[config.mk]
export PLATFORM = sky130hd
export DESIGN_NAME = dpc_ctrl
export DESIGN_NICKNAME = d
export VERILOG_FILES = /design/src/rtl/dpc_pkg.sv /design/src/rtl/dpc_addr_split.sv /design/src/rtl/dpc_wait_cnt.sv /design/src/rtl/dpc_ref_row.sv /design/src/rtl/dpc_ctrl.sv
export SDC_FILE = /design/constraint.sdc
export NUM_CORES = 1
export LEC_CHECK = 0
export CELL_PAD_IN_SITES_DETAIL_PLACEMENT = 0
export CELL_PAD_IN_SITES_GLOBAL_PLACEMENT = 1
export CORE_MARGIN = 8
export CORE_UTILIZATION = 40
export CTS_BUF_LIST = sky130_fd_sc_hd__clkbuf_8
export DETAILED_ROUTE_END_ITERATION = 12
export PLACE_DENSITY_LB_ADDON = 0.1
export SLEW_MARGIN = 25
export SYNTH_ARGS = -nofsm -noshare
export SYNTH_HDL_FRONTEND = slang
export SYNTH_SLANG_ARGS = --single-unit
[constraint.sdc]
create_clock -name clk -period 2.9 [get_ports clk]
set_clock_uncertainty 0.1 [all_clocks]
set_input_delay 0.29 -clock clk [delete_from_list [all_inputs] [get_ports clk]]
set_output_delay 0.29 -clock clk [all_outputs]
set_load 0.01 [all_outputs]
[src/rtl/dpc_pkg.sv]
package dpc_pkg;
  localparam int ADDR_W     = 24;
  localparam int MA_FULL_W  = 11;
  localparam int BANK_IDX_W = 5;

  typedef enum logic [1:0] {DENS_256K = 2'd0, DENS_1M = 2'd1, DENS_4M = 2'd2} dens_e;

  typedef enum logic [2:0] {
    S_IDLE, S_PRE, S_ROW, S_RASA, S_COLS, S_CAS, S_RFR, S_QACK
  } st_e;

  // configuration code -> device density
  function automatic dens_e dens_of(input logic [4:0] code);
    if (code >= 5'h17 && code <= 5'h19) return DENS_4M;
    if (code >= 5'h0F && code <= 5'h16) return DENS_1M;
    return DENS_256K;
  endfunction

  // column field starts at bit 1 (word organised memory)
  function automatic logic [MA_FULL_W-1:0] col_of(input logic [ADDR_W-1:0] a, input dens_e d);
    case (d)
      DENS_4M: return a[11:1];
      DENS_1M: return {1'b0, a[10:1]};
      default: return {2'b00, a[9:1]};
    endcase
  endfunction

  // row field sits directly above the column field
  function automatic logic [MA_FULL_W-1:0] row_of(input logic [ADDR_W-1:0] a, input dens_e d);
    case (d)
      DENS_4M: return a[22:12];
      DENS_1M: return {1'b0, a[20:11]};
      default: return {2'b00, a[18:10]};
    endcase
  endfunction

  // bank index; the 4M layout puts the lower half on bank 1
  function automatic logic [BANK_IDX_W-1:0] bank_of(input logic [ADDR_W-1:0] a, input dens_e d);
    case (d)
      DENS_4M: return {4'b0000, ~a[23]};
      DENS_1M: return {2'b00, a[23:21]};
      default: return a[23:19];
    endcase
  endfunction
endpackage

[src/rtl/dpc_addr_split.sv]
module dpc_addr_split
  import dpc_pkg::*;
#(
  parameter int                NBANK    = 4,
  parameter logic [ADDR_W-1:0] ROM_BASE = 24'hFC0000
) (
  input  logic [ADDR_W-1:0]     addr,
  input  dens_e                 dens,
  output logic [MA_FULL_W-1:0]  row,
  output logic [MA_FULL_W-1:0]  col,
  output logic [BANK_IDX_W-1:0] bank,
  output logic                  present,
  output logic                  in_rom
);
  localparam logic [BANK_IDX_W:0] NB = (BANK_IDX_W+1)'(NBANK);

  assign row     = row_of(addr, dens);
  assign col     = col_of(addr, dens);
  assign bank    = bank_of(addr, dens);
  assign present = ({1'b0, bank} < NB);
  assign in_rom  = (addr >= ROM_BASE);
endmodule

[src/rtl/dpc_wait_cnt.sv]
module dpc_wait_cnt #(
  parameter int W = 3
) (
  input  logic         clk,
  input  logic         rst_n,
  input  logic         load,
  input  logic [W-1:0] ld_val,
  output logic         last
);
  logic [W-1:0] cnt;

  always_ff @(posedge clk) begin
    if (!rst_n)          cnt <= '0;
    else if (load)       cnt <= ld_val;
    else if (cnt != '0)  cnt <= cnt - 1'b1;
  end

  // last cycle of a wait when the count is one (or zero)
  assign last = (cnt[W-1:1] == '0);
endmodule

[src/rtl/dpc_ref_row.sv]
module dpc_ref_row #(
  parameter int W = 11
) (
  input  logic         clk,
  input  logic         rst_n,
  input  logic         step,
  output logic [W-1:0] row
);
  always_ff @(posedge clk) begin
    if (!rst_n)    row <= '0;
    else if (step) row <= row + 1'b1;
  end
endmodule

[src/rtl/dpc_ctrl.sv]
module dpc_ctrl
  import dpc_pkg::*;
#(
  parameter int                NBANK    = 4,
  parameter int                CAS_CYC  = 2,
  parameter int                PRE_W    = 3,
  parameter logic [ADDR_W-1:0] ROM_BASE = 24'hFC0000
) (
  input  logic                  clk,
  input  logic                  rst_n,
  input  logic [4:0]            cfg_code,
  input  logic [PRE_W-1:0]      pre_cycles,
  input  logic                  req,
  input  logic [1:0]            req_kind,
  input  logic [ADDR_W-1:0]     req_addr,
  input  logic                  ref_req,
  output logic [MA_FULL_W-2:0]  ma,
  output logic [NBANK-1:0]      ras_n,
  output logic                  cas_n,
  output logic                  rdy,
  output logic                  rom_sel,
  output logic                  ref_ack
);
  localparam int MA10_PIN = 3;
  localparam int PRE_MAX  = (1 << PRE_W) - 1;
  localparam int CNT_MAX  = (CAS_CYC > PRE_MAX) ? CAS_CYC : PRE_MAX;
  localparam int CNT_W    = ($clog2(CNT_MAX + 1) < 2) ? 2 : $clog2(CNT_MAX + 1);
  localparam logic [CNT_W-1:0] CAS_VAL = CNT_W'(CAS_CYC);

  st_e  st, st_nxt;
  dens_e dens;
  logic pg_open, lat_cpu, pre_to_ref, qrom;
  logic [MA_FULL_W-1:0]  lat_row, lat_col, sp_row, sp_col, ref_row, ma_full;
  logic [BANK_IDX_W-1:0] lat_bank, sp_bank;
  logic sp_present, sp_rom, cnt_last, ld;
  logic [CNT_W-1:0] ld_val, pre_val;
  logic [NBANK-1:0] ras_bank_n;

  assign dens    = dens_of(cfg_code);
  assign pre_val = (pre_cycles == '0) ? CNT_W'(1) : CNT_W'(pre_cycles);

  dpc_addr_split #(.NBANK(NBANK), .ROM_BASE(ROM_BASE)) u_split (
    .addr(req_addr), .dens(dens), .row(sp_row), .col(sp_col),
    .bank(sp_bank), .present(sp_present), .in_rom(sp_rom));

  // named events, also watched by the checker
  logic is_idle, take_ref, take_req, take_rom, take_nodev, take_dram, page_hit, take_hit;
  logic cas_done, ev_nocpu_end, in_ref, is_4m;
  assign is_idle      = (st == S_IDLE);
  assign take_ref     = is_idle && ref_req;
  assign take_req     = is_idle && !ref_req && req;
  assign take_rom     = take_req && sp_rom;
  assign take_nodev   = take_req && !sp_rom && !sp_present;
  assign take_dram    = take_req && !sp_rom && sp_present;
  assign page_hit     = pg_open && (req_kind == 2'd0) && (sp_bank == lat_bank) && (sp_row == lat_row);
  assign take_hit     = take_dram && page_hit;
  assign cas_done     = (st == S_CAS) && cnt_last;
  assign ev_nocpu_end = cas_done && !lat_cpu;
  assign in_ref       = (st == S_RFR);
  assign is_4m        = (dens == DENS_4M);

  dpc_wait_cnt #(.W(CNT_W)) u_wait (
    .clk(clk), .rst_n(rst_n), .load(ld), .ld_val(ld_val), .last(cnt_last));

  dpc_ref_row #(.W(MA_FULL_W)) u_rrow (
    .clk(clk), .rst_n(rst_n), .step(in_ref && cnt_last), .row(ref_row));

  always_comb begin
    st_nxt = st;
    ld     = 1'b0;
    ld_val = CAS_VAL;
    case (st)
      S_IDLE: begin
        if (take_ref) begin
          st_nxt = pg_open ? S_PRE : S_RFR;
          ld     = 1'b1;
          ld_val = pg_open ? pre_val : CAS_VAL;
        end else if (take_rom || take_nodev) begin
          st_nxt = S_QACK;
        end else if (take_dram) begin
          if (page_hit) st_nxt = S_COLS;
          else if (pg_open) begin
            st_nxt = S_PRE;
            ld     = 1'b1;
            ld_val = pre_val;
          end else st_nxt = S_ROW;
        end
      end
      S_PRE: if (cnt_last) begin
        st_nxt = pre_to_ref ? S_RFR : S_ROW;
        ld     = pre_to_ref;
      end
      S_ROW:  st_nxt = S_RASA;
      S_RASA: st_nxt = S_COLS;
      S_COLS: begin st_nxt = S_CAS; ld = 1'b1; end
      S_CAS:  if (cnt_last) st_nxt = S_IDLE;
      S_RFR:  if (cnt_last) st_nxt = S_IDLE;
      S_QACK: st_nxt = S_IDLE;
      default: st_nxt = S_IDLE;
    endcase
  end

  always_ff @(posedge clk) begin
    if (!rst_n) begin
      st <= S_IDLE; pg_open <= 1'b0; lat_cpu <= 1'b0; pre_to_ref <= 1'b0; qrom <= 1'b0;
      lat_row <= '0; lat_col <= '0; lat_bank <= '0;
    end else begin
      st <= st_nxt;
      if (take_ref) begin
        pre_to_ref <= 1'b1;
        pg_open    <= 1'b0;
      end
      if (take_req) qrom <= sp_rom;
      if (take_dram) begin
        lat_row    <= sp_row;
        lat_col    <= sp_col;
        lat_bank   <= sp_bank;
        lat_cpu    <= (req_kind == 2'd0);
        pre_to_ref <= 1'b0;
        if (!page_hit) pg_open <= 1'b0;
      end
      if (cas_done) pg_open <= lat_cpu;
    end
  end

  // per-bank strobes before the shared pin is overlaid
  logic show_bank;
  assign show_bank = (st == S_RASA) || (st == S_COLS) || (st == S_CAS) ||
                     (((st == S_IDLE) || (st == S_QACK)) && pg_open);

  always_comb begin
    ras_bank_n = '1;
    for (int b = 0; b < NBANK; b++) begin
      if (show_bank && (lat_bank == BANK_IDX_W'(b))) ras_bank_n[b] = 1'b0;
      if (in_ref && !((b == MA10_PIN) && is_4m))      ras_bank_n[b] = 1'b0;
    end
  end

  always_comb begin
    case (st)
      S_ROW, S_RASA:  ma_full = lat_row;
      S_COLS, S_CAS:  ma_full = lat_col;
      S_RFR:          ma_full = ref_row;
      S_IDLE, S_QACK: ma_full = pg_open ? lat_col : '0;
      default:        ma_full = '0;
    endcase
  end

  assign ma = ma_full[MA_FULL_W-2:0];

  for (genvar g = 0; g < NBANK; g++) begin : g_pin
    if (g == MA10_PIN) begin : g_shared
      assign ras_n[g] = is_4m ? ma_full[MA_FULL_W-1] : ras_bank_n[g];
    end else begin : g_plain
      assign ras_n[g] = ras_bank_n[g];
    end
  end

  assign cas_n   = (st != S_CAS);
  assign rdy     = cas_done || (st == S_QACK);
  assign rom_sel = (st == S_QACK) && qrom;
  assign ref_ack = in_ref && cnt_last;
endmodule

* Word-level counts from Yosys, hierarchy flattened
Index checks and enable logic that the tools add are counted.
** Operators by class
- Add/sub/neg operators :: 2
- Magnitude comparators :: 6
- Eq/ne operators :: 18
- Multiplexer cells :: 51
- Bitwise logic cells :: 2
- Reduce and logical (&&, ||, !) cells :: 44
** Operator list (number)
- 3-bit two-way mux :: 17
- 11-bit case mux with 2 select lines :: 2
- 11-bit case mux with 4 select lines :: 1
- 24-bit greater-or-equal comparator (second input constant) :: 1
- 1-bit two-way mux :: 22
- 1-bit logical AND :: 21
- 3-bit case mux with 7 select lines :: 1
- 3-bit == test (second input constant) :: 4
- 11-bit by 1-bit adder with 11-bit output (second input constant) :: 1
- 11-bit == test :: 1
- 11-bit two-way mux :: 1
- 5-bit by 2-bit == test with 1-bit output (second input constant) :: 2
- 5-bit <= comparator (second input constant) :: 2
- 2-bit two-way mux :: 5
- 5-bit case mux with 2 select lines :: 1
- 2-bit OR reduction :: 5
- 3-bit by 2-bit == test with 1-bit output (second input constant) :: 2
- 3-bit logical NOT :: 2
- 1-bit logical OR :: 6
- 5-bit by 1-bit == test with 1-bit output (second input constant) :: 1
- 5-bit == test :: 1
- 5-bit by 4-bit greater-or-equal comparator with 1-bit output (second input constant) :: 1
- 5-bit greater-or-equal comparator (second input constant) :: 1
- 5-bit logical NOT :: 1
- 16 further kinds :: 21
** Word-level totals
- Flip-flop bits (word level) :: 48
- Input bits :: 38

* Depth between registers and ports, before layout
Gate-level depths: netlist (run 1).
- Word-level depth :: 17
- Depth in mapped cells :: 11
- Mapped depth without buffers :: 8

* By module
Synthesis (run 1) repeated with hierarchy kept, for this count alone.
** Unflattened totals
- Cells, all modules :: 421
- Area, all modules :: 3248.1 sq um
** Modules (own cells, without submodules)
- dpc_ctrl :: instances 1, cells each 276, area each 2119.5 sq um
- dpc_ref_row :: instances 1, cells each 55, area each 511.7 sq um
- dpc_addr_split :: instances 1, cells each 68, area each 411.6 sq um
- dpc_wait_cnt :: instances 1, cells each 22, area each 205.2 sq um

* Least setup slack after synthesis (run 1)
Ideal clock, no wire load.
- Path type :: input to register
- From :: in cfg_code[4]
- To :: reg u_wait.cnt[0]
- Data arrival time :: 2.220 ns
- Path slack :: 0.494 ns
- Stages on the path :: 10
- Buffers on the path :: 2
- Cell sequence :: buf_4 -> nor2b_1 -> buf_2 -> a22o_2 -> o221a_2 -> xor2_1 -> nor4_4 -> nand4_4 -> a31o_1 -> a221oi_2
** On the way
- Longest elaborated chain between the ends :: 17
- Elaborated cells on any way between the ends :: 37
- Classes of those cells :: order compare: 5; eq/ne: 4; mux: 19; reduce/logical: 9
** RTL lines
- from (decl) :: RTL line dpc_ctrl.sv:11 : input logic [4:0] cfg_code,
- 5-bit by 4-bit greater-or-equal comparator with 1-bit output / 5-bit <= comparator (equally long branches) :: RTL line dpc_pkg.sv:15 : if (code >= 5'h0F && code <= 5'h16) return DENS_1M;
- 1-bit logical AND :: RTL line dpc_pkg.sv:15
- 1-bit two-way mux (2 in series) :: RTL line dpc_pkg.sv:15
- 2-bit two-way mux :: RTL line dpc_pkg.sv:16 : return DENS_256K;
- 2-bit two-way mux (*) :: RTL line dpc_pkg.sv:15
- parallel branches: the longest is 11 deep, another holds 5-bit by 3-bit less-than comparator with 1-bit output
- to (signal assigned) :: RTL line dpc_wait_cnt.sv:14 : else if (load) cnt <= ld_val;
- to (signal assigned) :: RTL line dpc_wait_cnt.sv:15 : else if (cnt != '0) cnt <= cnt - 1'b1;
- to (decl) :: RTL line dpc_wait_cnt.sv:10 : logic [W-1:0] cnt;
Mark *: on every way between the ends. The select of a mux whose other input is x is not followed.
A chain may end at the register's enable or synchronous reset.

* Final worst setup path (run 1)
- From :: in cfg_code[0]
- To :: out ras_n[3]
** On the way
- Longest elaborated chain between the ends :: 11
- Elaborated cells on any way between the ends :: 17
- Classes of those cells :: order compare: 4; eq/ne: 1; mux: 8; reduce/logical: 4
** RTL lines
- 5-bit by 4-bit greater-or-equal comparator with 1-bit output / 5-bit <= comparator (equally long branches) :: RTL line dpc_pkg.sv:15
- 1-bit logical AND :: RTL line dpc_pkg.sv:15
- 1-bit two-way mux (2 in series) :: RTL line dpc_pkg.sv:15
- 2-bit two-way mux :: RTL line dpc_pkg.sv:16
- 2-bit two-way mux (*) :: RTL line dpc_pkg.sv:15
- 2-bit == test (*) :: RTL line dpc_ctrl.sv:60 : assign is_4m = (dens == DENS_4M);
- 1-bit logical NOT :: RTL line dpc_ctrl.sv:135 : if (in_ref && !((b == MA10_PIN) && is_4m)) ras_bank_n[b] = 1'b0;
- 1-bit logical AND :: RTL line dpc_ctrl.sv:135
- 1-bit two-way mux :: RTL line dpc_ctrl.sv:135
- 1-bit two-way mux (*) :: RTL line dpc_ctrl.sv:153 : assign ras_n[g] = is_4m ? ma_full[MA_FULL_W-1] : ras_bank_n[g];
- to (decl) :: RTL line dpc_ctrl.sv:18 : output logic [NBANK-1:0] ras_n,
Mark *: on every way between the ends. The rest lies on a longest branch, timed or not. The select of a mux whose other input is x is not followed.

==> results of run 1 <==
==> worst max-delay path, stage by stage <==
cell and delay, ps:
sky130_fd_sc_hd__clkdlybuf4s50_1 460, sky130_fd_sc_hd__and4b_2 310, sky130_fd_sc_hd__buf_4 150, sky130_fd_sc_hd__o21a_1 200
sky130_fd_sc_hd__buf_4 150, sky130_fd_sc_hd__o221ai_1 60, sky130_fd_sc_hd__o21a_1 190, sky130_fd_sc_hd__clkdlybuf4s50_1 550
==> layer usage <==
metal | GRT usage, % | vias up | part of all wire, %
met5 | 0 | - | 0
met4 | 4.18 | 0 | 0.81
met3 | 3.26 | 6 | 4.9
met2 | 30.0 | 73 | 50
met1 | 20.7 | 1579 | 44
li1 | - | 1687 | -
==> cell type report <==
cell class / count / area, sq um
Fill cell: 780 / 3420
Multi-Input combinational cell: 322 / 2070
Sequential cell: 48 / 962
Timing Repair Buffer: 99 / 898
Tap cell: 102 / 128
Inverter: 20 / 75.1
Clock buffer: 5 / 68.8
Clock inverter: 3 / 68.8
==> cell families (layout without fill, tap and decap cells) <==
| kind of cell | Yosys count | count (layout) | synth area share [%] |
|---|---|---|---|
| adders and majority gates | 3 | 3 | 1.19 |
| muxes | 5 | 5 | 1.58 |
| AOI/OAI and AO/OA | 119 | 119 | 27.6 |
| DFF | 48 | 48 | 30.3 |
| xor gates and xnor gates | 21 | 21 | 5.81 |
| and+or+nand+nor | 174 | 174 | 27.3 |
| buffers and inverters | 48 | 127 | 6.12 |
==> cell usage in the layout, fill, tap and decap left out, types with 4 or more instances in the layout <==
cell                              instances
sky130_fd_sc_hd__a2111oi_2                4
sky130_fd_sc_hd__a21oi_1                 36
sky130_fd_sc_hd__a221o_1                  5
sky130_fd_sc_hd__a222oi_1                10
sky130_fd_sc_hd__a31oi_1                  9
sky130_fd_sc_hd__and3_1                   7
sky130_fd_sc_hd__buf_4                   44
sky130_fd_sc_hd__clkbuf_8                 5
sky130_fd_sc_hd__clkdlybuf4s50_1         51
sky130_fd_sc_hd__dfxtp_1                 47
sky130_fd_sc_hd__inv_1                   20
sky130_fd_sc_hd__mux2i_1                  5
sky130_fd_sc_hd__nand2_1                 67
sky130_fd_sc_hd__nand2b_1                 4
sky130_fd_sc_hd__nand3_1                  8
sky130_fd_sc_hd__nand4_1                  4
sky130_fd_sc_hd__nor2_1                  42
sky130_fd_sc_hd__nor2b_1                  5
sky130_fd_sc_hd__nor3_1                  11
sky130_fd_sc_hd__o211ai_1                 5
sky130_fd_sc_hd__o21ai_0                 11
sky130_fd_sc_hd__o221a_2                  8
sky130_fd_sc_hd__xnor2_1                  4
sky130_fd_sc_hd__xor2_1                  17
==> timing repair <==
| action | in CTS | in global routing |
|---|---|---|
| hold endpoints to repair | 0 | 0 |
| setup endpoints to repair | 1 | 7 |
| buffers inserted | 0 | 0 |
| gates resized for setup | 2 | 16 |
| pin swaps | 2 | 2 |
==> flip-flops by register name (all words and copies together) (netlist names) <==
signal      count
lat_col        11
lat_row        11
u_wait.cnt      3
lat_bank        5
pg_open         1
pre_to_ref      1
u_rrow.row     11
qrom            1
lat_cpu         1
st              3
==> worst paths after layout <==
| path | startpoint | to | depth (start not counted) |
|---|---|---|---|
| setup / recovery | cfg_code[0] | ras_n[3] | 8 |
| hold reg to reg | lat_col[7] | lat_col[7] | 2 |
| setup reg to reg | lat_bank[4] | u_wait.cnt[0] | 9 |
| hold / removal | lat_col[7] | lat_col[7] | 2 |
==> metrics by stage <==
step	util [%]	worst slack (ps)	hold slack, ps
final	55.5	161	363
after CTS	54.9	57.0	368
after detailed placement	52.9	-332	354
after global routing	55.5	28.7	398
after floorplan	-	494	326
after global placement	52.9	-283	343
==> power breakdown <==
group | total [mW] | internal (mW) | switching (mW) | leakage [nW]
combinational | 0.917 | 0.408 | 0.509 | 1.21
clock | 0.581 | 0.347 | 0.233 | 0.0687
sequential | 0.791 | 0.719 | 0.0726 | 0.389
==> impl_summary.log, run 1 <==
[metrics] Reg clk slew, reported paths: 90 ps
[metrics] register bit total from synthesis: 48
[metrics] area growth from synthesis to final layout: 34.8%
[metrics] final wirelength: 9.43 mm
[metrics] routability-driven placement congestion ratio: 0.809
[metrics] Overall Power: 2.29 mW
[metrics] Design Area, Final: 0.00427 sq mm
[metrics] Inserted Clock Buffers: 5
[metrics] IO Pins: 56
[metrics] flop-to-flop setup slack: 680 ps
[metrics] H-tree levels: 2
[metrics] Worst slew margin: 56.0%
[metrics] actual slew at the worst max-slew pin: 660 ps
[metrics] type of the setup path with the least slack: in2out
[metrics] placeable core region: 0.00769 sq mm
[metrics] standby leakage power: 1.67 nW
[metrics] initial antenna violation count: 0
[metrics] sequential fraction of the synthesis area: 30.3%
[metrics] capturing element type of the critical path: primary output
[metrics] CTS Hold Bufs: 0
[metrics] maximum number of pins on one net before global-route repair: 30
[metrics] worst vdd rail ir drop: 0.212 mV
[metrics] required time reported for the critical path endpoint: 2510 ps
[metrics] commonest cells in the netlist: sky130_fd_sc_hd__nand2_1 (67), sky130_fd_sc_hd__dfxtp_1 (48), sky130_fd_sc_hd__nor2_1 (42)
[metrics] First DRT Iteration DRCs: 152
[metrics] number of slew-limit violations in the final report: 0
[metrics] number of rows created at floorplan: 32
[metrics] number of sinks handled by clock tree synthesis: 48
[metrics] number of global-route vias before repair: 3,364
[metrics] CTS tree: yes
[metrics] GR Util All Layers: 17.0%
[metrics] cell types occupying the most area after synthesis: sky130_fd_sc_hd__dfxtp_1 (30%), sky130_fd_sc_hd__nand2_1 (7.9%), sky130_fd_sc_hd__a21oi_1 (5.7%), sky130_fd_sc_hd__nor2_1 (5.0%), sky130_fd_sc_hd__xor2_1 (4.7%)
[metrics] final setup fails: 0
[metrics] Tmin final: 2740 ps
[metrics] clock insertion delay at the later pin of the skew report: 300 ps
[metrics] mean instance size in the synthesized netlist: 7.58 sq um
[metrics] Peak Freq: 0.365 GHz
[metrics] largest buffer count on any clock path: 2
[metrics] flip-flop cell with the highest count after synthesis: sky130_fd_sc_hd__dfxtp_1
[metrics] worst-path fanout max: 5
[metrics] Diodes inserted: 0
[metrics] instance area after placement: 0.00407 sq mm
[metrics] y dimension of the die: 105 um
[metrics] dominant cell by count in the synthesized netlist: sky130_fd_sc_hd__nand2_1
[metrics] share of layout cells above drive strength 1: 17.1%
[metrics] share of the clock period used by the worst path: 94.5%
[metrics] Tightest Hold Check Type: reg2reg
[metrics] global-route wire length before repair: 16.0 mm
[metrics] max-cap violation count: 0
[metrics] number of cells produced by synthesis: 418
[metrics] critical path launch point type: input port
[metrics] number of placed instances, taps included: 591
[metrics] final number of hold-violating endpoints: 0
[metrics] TNS Setup: 0 ps
[metrics] first-pass detailed-route iteration total: 7
[metrics] post-synth design cell area: 0.00317 sq mm
[metrics] Detailed Place HPWL: 7.48 mm
[metrics] routed length per placed instance: 15.7 um
[metrics] total number of vias: 3,345
[metrics] Detail Route Antenna Nets: 0
[metrics] effective utilization at floorplan: 41.2%
[metrics] total number of yosys warnings: 0
[metrics] Synth cell types: 63
[metrics] Port Buffers: 54
[metrics] Die Wd: 105 um
[metrics] CTS root buf: sky130_fd_sc_hd__clkbuf_8
[metrics] result of the run: finished clean
[metrics] power per cell area: 536 mW/mm^2
[metrics] top cell type by total area after synthesis: sky130_fd_sc_hd__dfxtp_1
[metrics] share of the synthesized area in the top cell type: 30.3%
[metrics] Avg Vias per Cell: 5.58
[metrics] Post-route DRC: 0
[metrics] Worst EP arrival: 2350 ps
[metrics] proportion of synthesized flip-flops having asynchronous set or reset: 0%
[metrics] NumNets Final: 537
[metrics] number of enable flip-flop cells after synthesis: 0
[metrics] floorplan die area: 0.0110 sq mm
[metrics] non-filler instance count after layout: 599
[metrics] total nets after synthesis: 459
[metrics] total congestion overflow after global routing: 0
[metrics] unrepaired setup endpoints after global routing: no
Power figures use the tool's default switching activity.
==> inputs of run 2 (changes only) <==
Clock period 2.9 ns to 2.62 ns, I/O delays scaled along.
==> impl_summary.log, run 2 (synthesized netlist as in run 1, its figures left out) <==
[metrics] result of the run: finished clean (unchanged)
[metrics] Detail Route Antenna Nets: 0 (unchanged)
[metrics] CTS Hold Bufs: 0 (unchanged)
[metrics] GR Util All Layers: 17.2% (was 17.0%)
[metrics] number of slew-limit violations in the final report: 0 (unchanged)
[metrics] effective utilization at floorplan: 41.2% (unchanged)
[metrics] Avg Vias per Cell: 5.56 (was 5.58)
[metrics] NumNets Final: 547 (was 537)
[metrics] clock insertion delay at the later pin of the skew report: 300 ps (about the same)
[metrics] share of the clock period used by the worst path: 96.3%
[metrics] routed length per placed instance: 16.0 um (was 15.7 um)
[metrics] met3 track demand over resource in global routing: 2.95% (was 3.26%)
[metrics] commonest cells after routing, fill and taps aside: sky130_fd_sc_hd__nand2_1 (67), sky130_fd_sc_hd__buf_4 (51), sky130_fd_sc_hd__dfxtp_1 (46) (was sky130_fd_sc_hd__nand2_1 (67), sky130_fd_sc_hd__clkdlybuf4s50_1 (51), sky130_fd_sc_hd__dfxtp_1 (47))
[metrics] number of rows created at floorplan: 32 (unchanged)
[metrics] Storage cell area: 966 sq um (was 962 sq um)
[metrics] floorplan die area: 0.0110 sq mm (unchanged)
[metrics] final wirelength: 9.76 mm (was 9.43 mm)
[metrics] Worst path slowest cell: sky130_fd_sc_hd__clkdlybuf4s50_1 (unchanged)
[metrics] Peak Freq: 0.397 GHz
[metrics] Die Wd: 105 um (unchanged)
[metrics] required time reported for the critical path endpoint: 2260 ps (was 2510 ps)
[metrics] final number of hold-violating endpoints: 0 (unchanged)
[metrics] Psw: 0.918 mW (was 0.815 mW)
[metrics] CTS tree: yes (unchanged)
[metrics] worst vdd rail ir drop: 0.208 mV (was 0.212 mV)
[metrics] type of the setup path with the least slack: reg2out (was in2out)
[metrics] cell family with the largest share of critical-path delay: compound AO/OA/AOI/OAI gates (was buffers and inverters)
[metrics] cell repeated most along the worst path: sky130_fd_sc_hd__inv_1
[metrics] routability-driven placement congestion ratio: 0.841 (was 0.809)
[metrics] hold slack final: 362 ps (was 363 ps)
[metrics] met2 usage: 30.0% (unchanged)
[metrics] global route hottest layer: met2 (unchanged)
[metrics] maximum number of pins on one net before global-route repair: 30 (unchanged)
[metrics] First DRT Iteration DRCs: 228 (was 152)
[metrics] global-route wire length before repair: 16.1 mm (was 16.0 mm)
[metrics] met1 Usage GRT: 21.4% (was 20.7%)
[metrics] first-pass detailed-route iteration total: 5 (was 7)
[metrics] y dimension of the die: 105 um (unchanged)
[metrics] Overall Power: 2.56 mW (was 2.29 mW)
[metrics] count of buffer and inverter cells on the critical path: 3 (was 4)
[metrics] actual slew at the worst max-slew pin: 444 ps (was 660 ps)
[metrics] internal power: 1.65 mW (was 1.47 mW)
[metrics] placeable core region: 0.00769 sq mm (unchanged)
[metrics] sequential share of power: 34.7% (was 34.6%)
[metrics] non-filler instance count after layout: 609 (was 599)
[metrics] share of layout cells above drive strength 1: 19.9% (was 17.1%)
[metrics] Inserted Clock Buffers: 5 (unchanged)
[metrics] unrepaired setup endpoints after global routing: no (unchanged)
[metrics] Top Registers: lat_col x11, lat_row x11, u_rrow.row x11 (unchanged)
[metrics] Reg clk slew, reported paths: 100 ps (was 90 ps)
[metrics] initial antenna violation count: 0 (unchanged)
[metrics] total number of vias: 3,387 (was 3,345)
[metrics] Util after Layout: 57.6% (was 55.5%)
[metrics] worst-path fanout max: 11 (was 5)
[metrics] fillers: 738 (was 780)
[metrics] total congestion overflow after global routing: 0 (unchanged)
[metrics] Port Buffers: 54 (unchanged)
[metrics] most common cell after layout, fill and taps aside: sky130_fd_sc_hd__nand2_1 (unchanged)
[metrics] number of sinks handled by clock tree synthesis: 48 (unchanged)
[metrics] Tightest Hold Check Type: reg2reg (unchanged)
[metrics] power per cell area: 580 mW/mm^2 (was 536 mW/mm^2)
[metrics] IO Pins: 56 (unchanged)
[metrics] number of placed instances, taps included: 598 (was 591)
[metrics] Diodes inserted: 0 (unchanged)
[metrics] capturing element type of the critical path: primary output (unchanged)
[metrics] switching part of the total: 35.8% (was 35.6%)
[metrics] Detailed Place HPWL: 7.50 mm (was 7.48 mm)
[metrics] Worst slew margin: 70.1% (was 56.0%)
[metrics] Tmin final: 2520 ps
[metrics] area occupied by multi-input gates: 0.00212 sq mm (was 0.00207 sq mm)
[metrics] Clock Power Share: 25.4% (about the same)
[metrics] critical path launch point type: register (was input port)
[metrics] final critical-path setup slack: 98.1 ps (was 161 ps)
[metrics] max-cap violation count: 0 (unchanged)
[metrics] H-tree levels: 2 (unchanged)
[metrics] number of global-route vias before repair: 3,296 (was 3,364)
[metrics] final setup fails: 0 (unchanged)
[metrics] Post-route DRC: 0 (unchanged)
[metrics] slowest cell delay on critical path: 490 ps (was 550 ps)
[metrics] Combinational Power Share: 39.9% (was 40.1%)
[metrics] area growth from synthesis to final layout: 39.7% (was 34.8%)
[metrics] Worst EP arrival: 2160 ps (was 2350 ps)
[metrics] largest buffer count on any clock path: 2 (unchanged)
[metrics] CTS root buf: sky130_fd_sc_hd__clkbuf_8 (unchanged)
[metrics] list of cells traversed by the critical path: inv_1 > a21oi_1 > nor2_1 > a31o_4 > a222oi_1 > inv_1 > clkdlybuf4s50_1 (was clkdlybuf4s50_1 > and4b_2 > buf_4 > o21a_1 > buf_4 > o221ai_1 > o21a_1 > clkdlybuf4s50_1)
[metrics] standby leakage power: 1.86 nW (was 1.67 nW)
[metrics] worst setup slack before clock tree synthesis: -527 ps (was -332 ps)
[run 2: final timing paths]
kind,startpoint,endpoint,slack [ps],cells after the start
max reg2reg,lat_bank[4],u_wait.cnt[1],320,9
min,lat_col[5],lat_col[5],360,2
min reg2reg,lat_col[5],lat_col[5],360,2
max,st[0],ma[6],100,7
[run 2: power groups by stage]
stage,sequential [mW],combinational (mW),clock [mW]
2_1_floorplan,0.853,0.660,0
4_1_cts,0.888,1.01,0.660
3_5_place_dp,0.898,0.987,0
3_3_place_gp,0.897,0.981,0
6_report,0.891,1.02,0.651
5_1_grt,0.904,1.14,0.691
[run 2: routing by layer]
layer / vias up / part of all wire, %
met5: - / 0
met4: 0 / 0.92
met3: 7 / 4.6
met2: 86 / 49
met1: 1592 / 45
li1: 1702 / -
[run 2: repair_timing]
item	4_1_cts	5_1_grt
resized for setup	16	31
buffers inserted	0	3
pin swaps	3	13
hold endpoints to repair	0	0
setup endpoints to repair	14	18
[run 2: cell type report]
class | count | area share (%)
Timing Repair Buffer | 109 | 22.5
Clock inverter | 3 | 1.55
Clock buffer | 5 | 1.55
Sequential cell | 48 | 21.8
Multi-Input combinational cell | 322 | 48.0
Inverter | 20 | 1.70
Tap cell | 102 | 2.88
[run 2: tightest hold or removal path, cell delays in order, from the launching register on]
cell and delay, ps:
sky130_fd_sc_hd__dfxtp_1 320, sky130_fd_sc_hd__nand2_1 50, sky130_fd_sc_hd__a21oi_1 50
[run 2: stage by stage]
stage	cell area [sq um]	setup TNS (ps)
after floorplan	3170	0
after global placement	4130	-7540
after detailed placement	4130	-8360
after CTS	4320	-8.16
after global routing	4430	0
final	4430	0
==> inputs of run 3 (changes only) <==
Settings changed: CAP_MARGIN set to 10.
==> results of run 3 <==
Same layout as run 2: the final DEF is identical, and so are final timing and power.
